===== src/rtl/strobeDivPkg.sv =====
package strobeDivPkg;

  // Control-to-datapath strobes for one clock cycle
  typedef struct packed {
    logic periodStart;  // begin a new output period (phase 0, output high)
    logic ratioLoad;    // write the ratio register at this period start
    logic ratioFour;    // value to write: 1 = divide by four
  } divCtrlT;

endpackage


===== src/rtl/strobeDivCtrl.sv =====
module strobeDivCtrl
  import strobeDivPkg::*;
#(
  parameter int SLOW_HALF = 3,
  parameter int GAP_W     = 4
) (
  input  logic    clk,
  input  logic    rst,
  input  logic    busStrobe,
  input  logic    phaseLast,
  output divCtrlT ctrl
);

  localparam int SLOW_PER = 2 * SLOW_HALF;
  localparam int LONG_GAP = 2 * SLOW_PER;   // one strobe dropped
  localparam int GAP_MAX  = LONG_GAP + 1;   // saturation: strobe overdue

  logic             strobeQ;
  logic [GAP_W-1:0] gapCnt;   // clocks since the last rising edge, 1-based
  logic             strobeRise;
  logic             gapLong;
  logic             gapOverdue;

  assign strobeRise = busStrobe & ~strobeQ;
  assign gapLong    = (gapCnt == GAP_W'(LONG_GAP));
  assign gapOverdue = (gapCnt >= GAP_W'(LONG_GAP));

  always_ff @(posedge clk) begin
    if (rst) begin
      strobeQ <= 1'b0;
      gapCnt  <= GAP_W'(GAP_MAX);
    end else begin
      strobeQ <= busStrobe;
      if (strobeRise)
        gapCnt <= GAP_W'(1);
      else if (gapCnt != GAP_W'(GAP_MAX))
        gapCnt <= gapCnt + 1'b1;
    end
  end

  always_comb begin
    ctrl.periodStart = strobeRise | phaseLast;
    ctrl.ratioLoad   = strobeRise | (phaseLast & gapOverdue);
    ctrl.ratioFour   = strobeRise & gapLong;
  end

  // the spacing counter never wraps back to zero, so an overdue strobe stays visible
  gap_nonzero_chk: assert property (@(posedge clk) disable iff (rst)
    gapCnt != '0);

  // a rising edge always restarts the spacing count at one
  gap_restart_chk: assert property (@(posedge clk) disable iff (rst)
    strobeRise |=> gapCnt == GAP_W'(1));

endmodule


===== src/rtl/strobeDivPath.sv =====
module strobeDivPath
  import strobeDivPkg::*;
#(
  parameter int SLOW_HALF = 3,
  parameter int FAST_HALF = 2
) (
  input  logic    clk,
  input  logic    rst,
  input  divCtrlT ctrl,
  output logic    phaseLast,
  output logic    divClk,
  output logic    ratioFour
);

  localparam int PH_W      = $clog2(2 * SLOW_HALF);
  localparam int SLOW_LAST = 2 * SLOW_HALF - 1;
  localparam int FAST_LAST = 2 * FAST_HALF - 1;

  logic [PH_W-1:0] phase;
  logic [PH_W-1:0] halfLen;
  logic [PH_W-1:0] lastPhase;
  logic [PH_W-1:0] phaseNext;

  assign halfLen   = ratioFour ? PH_W'(FAST_HALF) : PH_W'(SLOW_HALF);
  assign lastPhase = ratioFour ? PH_W'(FAST_LAST) : PH_W'(SLOW_LAST);
  assign phaseLast = (phase == lastPhase);
  assign phaseNext = phase + 1'b1;

  always_ff @(posedge clk) begin
    if (rst) begin
      phase     <= PH_W'(SLOW_LAST);
      divClk    <= 1'b0;
      ratioFour <= 1'b0;
    end else if (ctrl.periodStart) begin
      phase  <= '0;
      divClk <= 1'b1;
      if (ctrl.ratioLoad)
        ratioFour <= ctrl.ratioFour;
    end else begin
      phase  <= phaseNext;
      divClk <= (phaseNext < halfLen);
    end
  end

  // a high phase never lasts a single cycle
  high_width_chk: assert property (@(posedge clk) disable iff (rst)
    $rose(divClk) |=> divClk);

  // the ratio flag changes only where a new period begins
  ratio_at_start_chk: assert property (@(posedge clk) disable iff (rst)
    !$stable(ratioFour) |-> (phase == '0 && divClk));


  phase_range_chk: assert property (@(posedge clk) disable iff (rst)
    ratioFour |-> phase <= PH_W'(FAST_LAST));

  // every period start lands on phase zero with the output high
  restart_chk: assert property (@(posedge clk) disable iff (rst)
    ctrl.periodStart |=> (phase == '0 && divClk));

endmodule


===== src/rtl/strobeClockDivider.sv =====
module strobeClockDivider
  import strobeDivPkg::*;
#(
  parameter int SLOW_HALF = 3,
  parameter int FAST_HALF = 2
) (
  input  logic clk,
  input  logic rst,
  input  logic busStrobe,
  output logic divClk,
  output logic ratioFour
);

  localparam int GAP_W = $clog2(4 * SLOW_HALF + 2);

  divCtrlT ctrl;
  logic    phaseLast;

  strobeDivCtrl #(
    .SLOW_HALF(SLOW_HALF),
    .GAP_W    (GAP_W)
  ) uCtrl (
    .clk      (clk),
    .rst      (rst),
    .busStrobe(busStrobe),
    .phaseLast(phaseLast),
    .ctrl     (ctrl)
  );

  strobeDivPath #(
    .SLOW_HALF(SLOW_HALF),
    .FAST_HALF(FAST_HALF)
  ) uPath (
    .clk      (clk),
    .rst      (rst),
    .ctrl     (ctrl),
    .phaseLast(phaseLast),
    .divClk   (divClk),
    .ratioFour(ratioFour)
  );

  // reset holds the output low
  reset_low_chk: assert property (@(posedge clk)
    rst |=> (!divClk && !ratioFour));

endmodule


===== config.mk =====
export PLATFORM = sky130hd
export DESIGN_NAME = strobeClockDivider
export DESIGN_NICKNAME = d
export VERILOG_FILES = /design/src/rtl/strobeDivPkg.sv /design/src/rtl/strobeDivCtrl.sv /design/src/rtl/strobeDivPath.sv /design/src/rtl/strobeClockDivider.sv
export SDC_FILE = /design/constraint.sdc
export NUM_CORES = 1
export LEC_CHECK = 0
export ABC_AREA = 1
export BUFFER_PORTS_ARGS = -buffer_cell sky130_fd_sc_hd__buf_2
export CAP_MARGIN = 10
export CORE_AREA = 5 5 42 44
export DETAILED_ROUTE_END_ITERATION = 6
export DIE_AREA = 0 0 47 49
export PLACE_DENSITY = 0.58
export SYNTH_ARGS = -nofsm -noshare
export SYNTH_HDL_FRONTEND = slang
export SYNTH_SLANG_ARGS = --single-unit
export TNS_END_PERCENT = 100

===== constraint.sdc =====
create_clock -name clk -period 1.9 [get_ports clk]
set_input_delay 0 -clock clk [delete_from_list [all_inputs] [get_ports clk]]
set_output_delay 0 -clock clk [all_outputs]
set_load 0.01 [all_outputs]

==> results of run 1 <==
[kinds of logic (layout without fill, tap and decap cells)]
logic type      after synthesis  in the layout  synth area share, %
fa+ha+maj                     4              4                 9.93
buf+inv                      13             23                 9.68
compound gates               10             10                 11.9
flops                        10             10                 39.7
xor+xnor                      2              2                 3.47
simple gates                 26             26                 25.3
[metal layers]
layer  global-route usage (%)  share of wire [%]
met5                        0                  0
met4                        0                  0
met3                     5.54                6.8
met2                     12.7                 47
met1                     10.7                 46
[area by class of cell]
cell class / instances / area (um2)
Tap cell: 16 / 20.0
Multi-Input combinational cell: 42 / 255
Clock buffer: 4 / 36.3
Fill cell: 155 / 801
Timing Repair Buffer: 6 / 40.0
Sequential cell: 10 / 200
Inverter: 13 / 48.8
[through the flow]
step | power, mW | area [um2] | setup slack, ps | utilization, %
5_1_grt | 0.604 | 601 | 703 | 42.9
3_3_place_gp | 0.378 | 544 | 799 | 38.8
3_5_place_dp | 0.381 | 544 | 805 | 38.8
2_1_floorplan | 0.353 | 504 | 869 | -
6_report | 0.566 | 601 | 784 | 42.9
4_1_cts | 0.578 | 601 | 781 | 42.9
[sequential cells by signal, indices dropped and copies added (netlist names)]
name	count
uCtrl.gapCnt	4
uCtrl.strobeQ	1
uPath.divClk	1
uPath.phase	3
uPath.ratioFour	1
[where the power goes]
part	switching (mW)	internal [mW]	total, mW
Combinational	0.0727	0.0519	0.125
Clock	0.0723	0.116	0.189
Sequential	0.0200	0.233	0.253
[worst max-delay path, stage by stage (launching register included)]
cell,delay (ps)
dfxtp_1,340
ha_1,220
or2_1,240
nand2_1,60
o21ai_1,80
a21oi_2,120
[final timing paths]
check / endpoint / depth (start not counted) / startpoint
max: uPath.divClk / 5 / uPath.phase[0]
min: uPath.divClk / 3 / rst
max reg2reg: uPath.divClk / 5 / uPath.phase[0]
min reg2reg: uPath.phase[0] / 1 / uPath.phase[0]
[synth_stat cells (all sizes together)]
master   n
nor3     1
nand2   13
o21a     1
ha       4
a21oi    4
dfxtp   10
inv     13
nand3    3
nor2     8
xor2     1
or2      1
o21ai    5
xnor2    1
==> metrics.txt, run 1 <==
VDD IR-drop max=between 400 and 500 uV; post-cts sizing count=0; total CTS buffers=3; H-tree Lvls=1; r2r setup slk=roughly 800 ps; DR DRC count=0; Post-Synthesis Net Count=72; Area Growth Syn to Fin=19.1%; initial core utilization=36.0%; Final Skew=around 3.7 ps; routed via count=about 380; Period Utilization, post-route=58.7%; crit start category=flop; Synth top area share=around two fifths; Die W=around 47 um; I/O Pins=5; Clock Pin Slew Worst Setup and Hold Paths=roughly 70 ps; antenna violations before repair=0; cell count after synthesis=between 60 and 70; detailed-route wire length=between 700 and 800 um; LEAKAGE=~0.30 nW; vias in the first global route=between 300 and 400; drt via density=4.20; Synth Register Bits=10; router iterations before antenna repair=2; status=completed; GPL Wtd Cong=about 0.79; top area cells in the synthesized netlist=dfxtp_1 (40%), ha_1 (9.9%), inv_1 (8.9%); Critical Path Fanout Max=4; # rows=14; Cell Pwr Density=943 nW/um2; Placed Instances=85; Wirelength per Cell=around 8.8 um; Max Clk Rate=~900 MHz; later-pin clock latency in the skew report=around 260 ps; die height=49 um; crit path capture type=flop; RSZ-0062 raised after global routing=false; core footprint=~1400 um2; first-pass GRT wire length=roughly 1.5 mm; diode count=0; Tot GR Track Use=under 10%; CTS tree=built; post-route setup TNS=0 ps; Syn Std Cell Area=504 um2; Yosys warning total=0; Sink Count=10; DIE AREA=between 2000 and 2500 um2; Tightest Hold Check Type=primary input to flop; Slew headroom=86.9%; sequential share of the synthesized area=around two fifths; max-cap viol count=0; starting DRC count in detailed routing=2; post-CTS setup buffer count=0; Final Instance Count excl. Fillers=91; hpwl dp=645 um; # hold bufs at CTS=2; GRT overflow=0; Setup violations, final=0; Synth cell types=19; commonest non-fill, non-tap cells in the layout=inv_1 (12), nand2_1 (12), dfxtp_1 (10); layout cell share with drive strength beyond 1=between 20% and 30%; Max clock buf depth=2; worst endpoint required time=2110 ps; IO Port Bufs=4; largest net degree at the start of global routing=7; Setup CP Type=flop to flop; Post-layout nets=83; Antenna Nets Post-Route=0; fin. max-slew vios=0; final hold vios=0; post-synth top area cell=dfxtp_1; Mapped Avg Cell Area=around 7.8 um2; final hold slack=around 470 ps; fin crit period=between 1000 and 1500 ps; Root Buffer=clkbuf_4; critical path data arrival time=about 1300 ps; Slew @ Worst Pin=between 150 and 200 ps
(Power assumes the default switching activity.)
==> inputs of run 2 (changes only) <==
PLACE_DENSITY = 0.6   (was 0.58)
clock period = 0.9 ns   (was 1.9 ns; I/O delays follow)
==> run 2 against run 1 <==
Net effect:
- the flow now finishes with violations (setup timing)
- non-clock buffer count up 8
- count of clock-buffer cells in the layout unchanged
- final cell count up 8.8%
- clock skew up 4.6 ps
- first-iteration DRC count rose to 2.5 times the previous value
- die area unchanged
- via count up 15%
- hold slack worse by 340 ps
- largest cell class unchanged
==> metrics.txt, run 2 (same netlist as run 1, synthesis figures left out) <==
status=complete, but fails checks; violated checks=setup timing; vias in the first global route=between 400 and 500; router iterations before antenna repair=4; diode count=0; later-pin clock latency in the skew report=approximately 260 ps; Final Skew=8.30 ps; Slew @ Worst Pin=~170 ps; hpwl dp=around 700 um; Post-layout nets=91; Slew headroom=roughly nine tenths; Tot GR Track Use=9.98%; commonest non-fill, non-tap cells in the layout=nand2_1 (12), inv_1 (8), buf_4 (8); commonest non-fill, non-tap cell in the layout=nand2_1; fin. max-slew vios=0; Period Utilization, post-route=113%; final hold vios=0; die height=49 um; fin crit period=a little over 1000 ps; register with the most flip-flops=uCtrl.gapCnt; IO Port Bufs=4; RSZ-0062 raised after global routing=true; max FFs per register=4; Max Clk Rate=between 900 and 1000 MHz; Wirelength per Cell=9.12 um; Die W=47 um; Antenna Nets Post-Route=0; Max clock buf depth=2; routed via count=around 440; LEAKAGE=0.335 nW; Critical Path Fanout Max=4; VDD IR-drop max=~900 uV; critical path data arrival time=1220 ps; worst endpoint required time=~1100 ps; Root Buffer=clkbuf_4; initial core utilization=36.0%; antenna violations before repair=0; H-tree Lvls=1; Setup CP Type=flop to flop; starting DRC count in detailed routing=5; largest net degree at the start of global routing=7; Sink Count=10; drt via density=~4.4; Cell Pwr Density=around 1700 nW/um2; crit start category=flop; fillers=around 150; DIE AREA=2300 um2; worst slack at placement=-108 ps; first-pass GRT wire length=~1.6 mm; GRT overflow=0; DR DRC count=0; crit path capture type=flop; CTS tree=built; Tightest Hold Check Type=primary input to flop; total CTS buffers=3; I/O Pins=5; post-route setup TNS=-481 ps; final setup margin=-114 ps; # rows=14; GPL Wtd Cong=0.789; detailed-route wire length=about 900 um; biggest registers after layout=uCtrl.gapCnt: 4 flops, uPath.phase: 3 flops; Area Growth Syn to Fin=42.9%; core footprint=about 1400 um2; Setup violations, final=7; post-layout util=approximately half; Clock Pin Slew Worst Setup and Hold Paths=70 ps; max-cap viol count=0; layout cell share with drive strength beyond 1=about 46%
[run 2: worst paths after layout]
check | from | to | slack, ps | cells after the start
min | busStrobe | uPath.phase[0] | 130 | 4
min reg2reg | uPath.phase[0] | uPath.phase[0] | 500 | 1
max | uPath.phase[0] | uPath.divClk | -110 | 5
max reg2reg | uPath.phase[0] | uPath.divClk | -110 | 5
[run 2: repair_timing]
item / 4_1_cts / 5_1_grt
hold endpoints to repair: 3 / 0
gates resized for setup: 6 / 5
gates cloned: 0 / 0
hold buffers: 2 / 0
pin swaps: 1 / 1
endpoints found under the setup margin: 8 / 9
setup buffers: 1 / 1
[run 2: power by group]
group	internal, mW	switching [mW]	total [mW]	leakage, nW
combinational	0.177	0.181	0.358	0.235
sequential	0.500	0.0631	0.563	0.0849
clock	0.171	0.146	0.317	0.0150
[run 2: cell type report]
cell class / instances / area [um2] / share of cell area [%]
inverter: 13 / 51.3 / 7.12
clock buffer: 4 / 26.3 / 3.65
tap: 16 / 20.0 / 2.78
timing repair buffer: 14 / 106 / 14.8
sequential: 10 / 215 / 29.9
multi-input combinational: 42 / 302 / 41.8
[run 2: critical path, stage by stage (launching register included)]
cell and delay, ps:
dfxtp_4 360, ha_4 150, or2_1 210, nand2_1 70
o21ai_1 70, a21oi_2 100
[run 2: per-stage QoR]
stage / hold slack [ps] / std cells / total power [mW] / cell area, um2
finish: 133 / 99 / 1.24 / 721
global route: 165 / 99 / 1.35 / 721
CTS: 122 / 98 / 1.24 / 694
detailed placement: 222 / 91 / 0.872 / 614
global placement: 221 / 91 / 0.867 / 614
floorplan: 62.4 / 65 / 0.778 / 529
[run 2: layer usage]
layer  wire length [um]  share of wire [%]  GRT usage (%)  up-vias
met3                 39                4.3           3.32        4
li1                   -                  -              -      238
met1                378                 42           11.8      188
met5                  0                  0              0        -
met4                 27                3.0           7.83        0
met2                458                 51           14.0        8
==> inputs of run 3 (changes only) <==
CELL_PAD_IN_SITES_DETAIL_PLACEMENT = 1   (was not set)
CELL_PAD_IN_SITES_GLOBAL_PLACEMENT = 2   (was not set)
CORE_AREA = not set   (was 5 5 42 44)
CORE_MARGIN = 5   (was not set)
CORE_UTILIZATION = 28   (was not set)
DIE_AREA = not set   (was 0 0 47 49)
PLACE_DENSITY = 0.72   (was 0.6)
==> run 3 against run 2 <==
Net effect:
- the run still ends with setup timing left
- first-iteration DRC count fell by 20%
- utilization fell by 9.2 points
- sequential power is essentially flat
- count of clock-buffer cells in the layout is the same
- hold slack better by 17 ps
- worst setup slack worse by 21 ps
- critical endpoint unchanged
- largest cell class unchanged
- largest power group unchanged
==> metrics.txt, run 3 (same netlist as run 1, synthesis figures left out) <==
commonest non-fill, non-tap cell in the layout=nand2_1; CTS tree=built; Post-layout nets=~90; vias in the first global route=460; commonest non-fill, non-tap cells in the layout=nand2_1 (12), inv_1 (9), buf_4 (8); Critical Path Fanout Max=4; IO Port Bufs=4; Final Instance Count excl. Fillers=around 110; LEAKAGE=between 0.3 and 0.4 nW; starting DRC count in detailed routing=4; Tot GR Track Use=~9.7%; GPL Wtd Cong=about 0.7; H-tree Lvls=1; Max Clk Rate=roughly 970 MHz; Die W=52.4 um; Root Buffer=clkbuf_4; detailed-route wire length=around 1.1 mm; later-pin clock latency in the skew report=260 ps; final setup margin=-135 ps; critical path data arrival time=roughly 1200 ps; drt via density=roughly 4.1; final hold vios=0; area of the multi-input gates=~310 um2; Slew headroom=between 80 and 90%; status=complete, but fails checks; RSZ-0062 raised after global routing=true; antenna violations before repair=0; fin. max-slew vios=0; Wirelength per Cell=approximately 10 um; register with the most flip-flops=uCtrl.gapCnt; Setup CP Type=flop to flop; VDD IR-drop max=681 uV; Setup violations, final=7; Area Growth Syn to Fin=44.7%; Slew @ Worst Pin=approximately 190 ps; DIE AREA=between 2000 and 3000 um2; hpwl dp=around 870 um; worst endpoint required time=1100 ps; r2r setup slk=-140 ps; largest net degree at the start of global routing=7; routed via count=about 450; router iterations before antenna repair=2; Clock Pin Slew Worst Setup and Hold Paths=~70 ps; max-cap viol count=0; first-pass GRT wire length=approximately 1.9 mm; violated checks=setup timing; initial core utilization=29.2%; Final Skew=3.29 ps; fin crit period=1040 ps; layout cell share with drive strength beyond 1=45.8%; crit path capture type=flop; Tightest Hold Check Type=primary input to flop; I/O Pins=5; fillers=roughly 220; Pwr Total=around 1.3 mW; storage element area=about 220 um2; Placed Instances=101; Cell Pwr Density=about 1700 nW/um2; # rows=15; Period Utilization, post-route=115%; GRT overflow=0; total CTS buffers=3; biggest registers after layout=uCtrl.gapCnt: 4 flops, uPath.phase: 3 flops; Sink Count=10; core footprint=between 1500 and 2000 um2; crit start category=flop; die height=roughly 52 um; DR DRC count=0; max FFs per register=4; diode count=0; Max clock buf depth=2; Antenna Nets Post-Route=0; worst slack at placement=-124 ps
run 3: cell counts in the layout (fill, tap and decap cells not counted):
No cell type changed its count.
run 3: worst paths after layout:
check                               startpoint              end  depth (start not counted)
worst max register to register  uPath.phase[0]     uPath.divClk                          5
worst max-delay path            uPath.phase[0]     uPath.divClk                          5
worst min register to register  uPath.phase[0]   uPath.phase[0]                          1
worst min-delay path                 busStrobe  uPath.ratioFour                          5
run 3: layer usage:
layer	wire length, um	track usage (%)
met1	448	9.81
met2	612	17.1
met3	21	3.42
met4	21	5.11
met5	0	0
run 3: timing repair:
item,4_1_cts,5_1_grt
endpoints found under the hold margin,3,0
buffers inserted,1,0
gates resized for setup,7,3
endpoints found under the setup margin,9,8
hold buffers,2,0
pin swaps,2,0
run 3: report_power, final:
part	internal (mW)	switching (mW)	leakage, nW
clock network	0.171	0.157	0.0150
registers	0.500	0.0642	0.0849
logic	0.173	0.190	0.239
total	0.844	0.412	0.339
run 3: worst max-delay path, cell delays in order (launching register included):
cell and delay [ps]:
dfxtp_4 360, ha_4 150, or2_1 220, nand2_1 70, o21ai_1 70, a21oi_2 110
run 3: area by class of cell:
cell class / instances / share of cell area (%)
Clock buffer: 4 / 3.60
Timing Repair Buffer: 14 / 13.7
Sequential cell: 10 / 29.5
Tap cell: 25 / 4.29
Multi-Input combinational cell: 42 / 41.9
Inverter: 13 / 7.03
run 3: per-stage QoR:
step	hold WS [ps]	cell area, um2	TNS [ps]	utilization (%)
after floorplan	62.4	529	-142	-
after global placement	222	633	-482	36.7
after detailed placement	225	633	-598	36.7
after CTS	140	722	-685	41.8
after global routing	167	729	-1050	42.2
final	150	729	-612	42.2
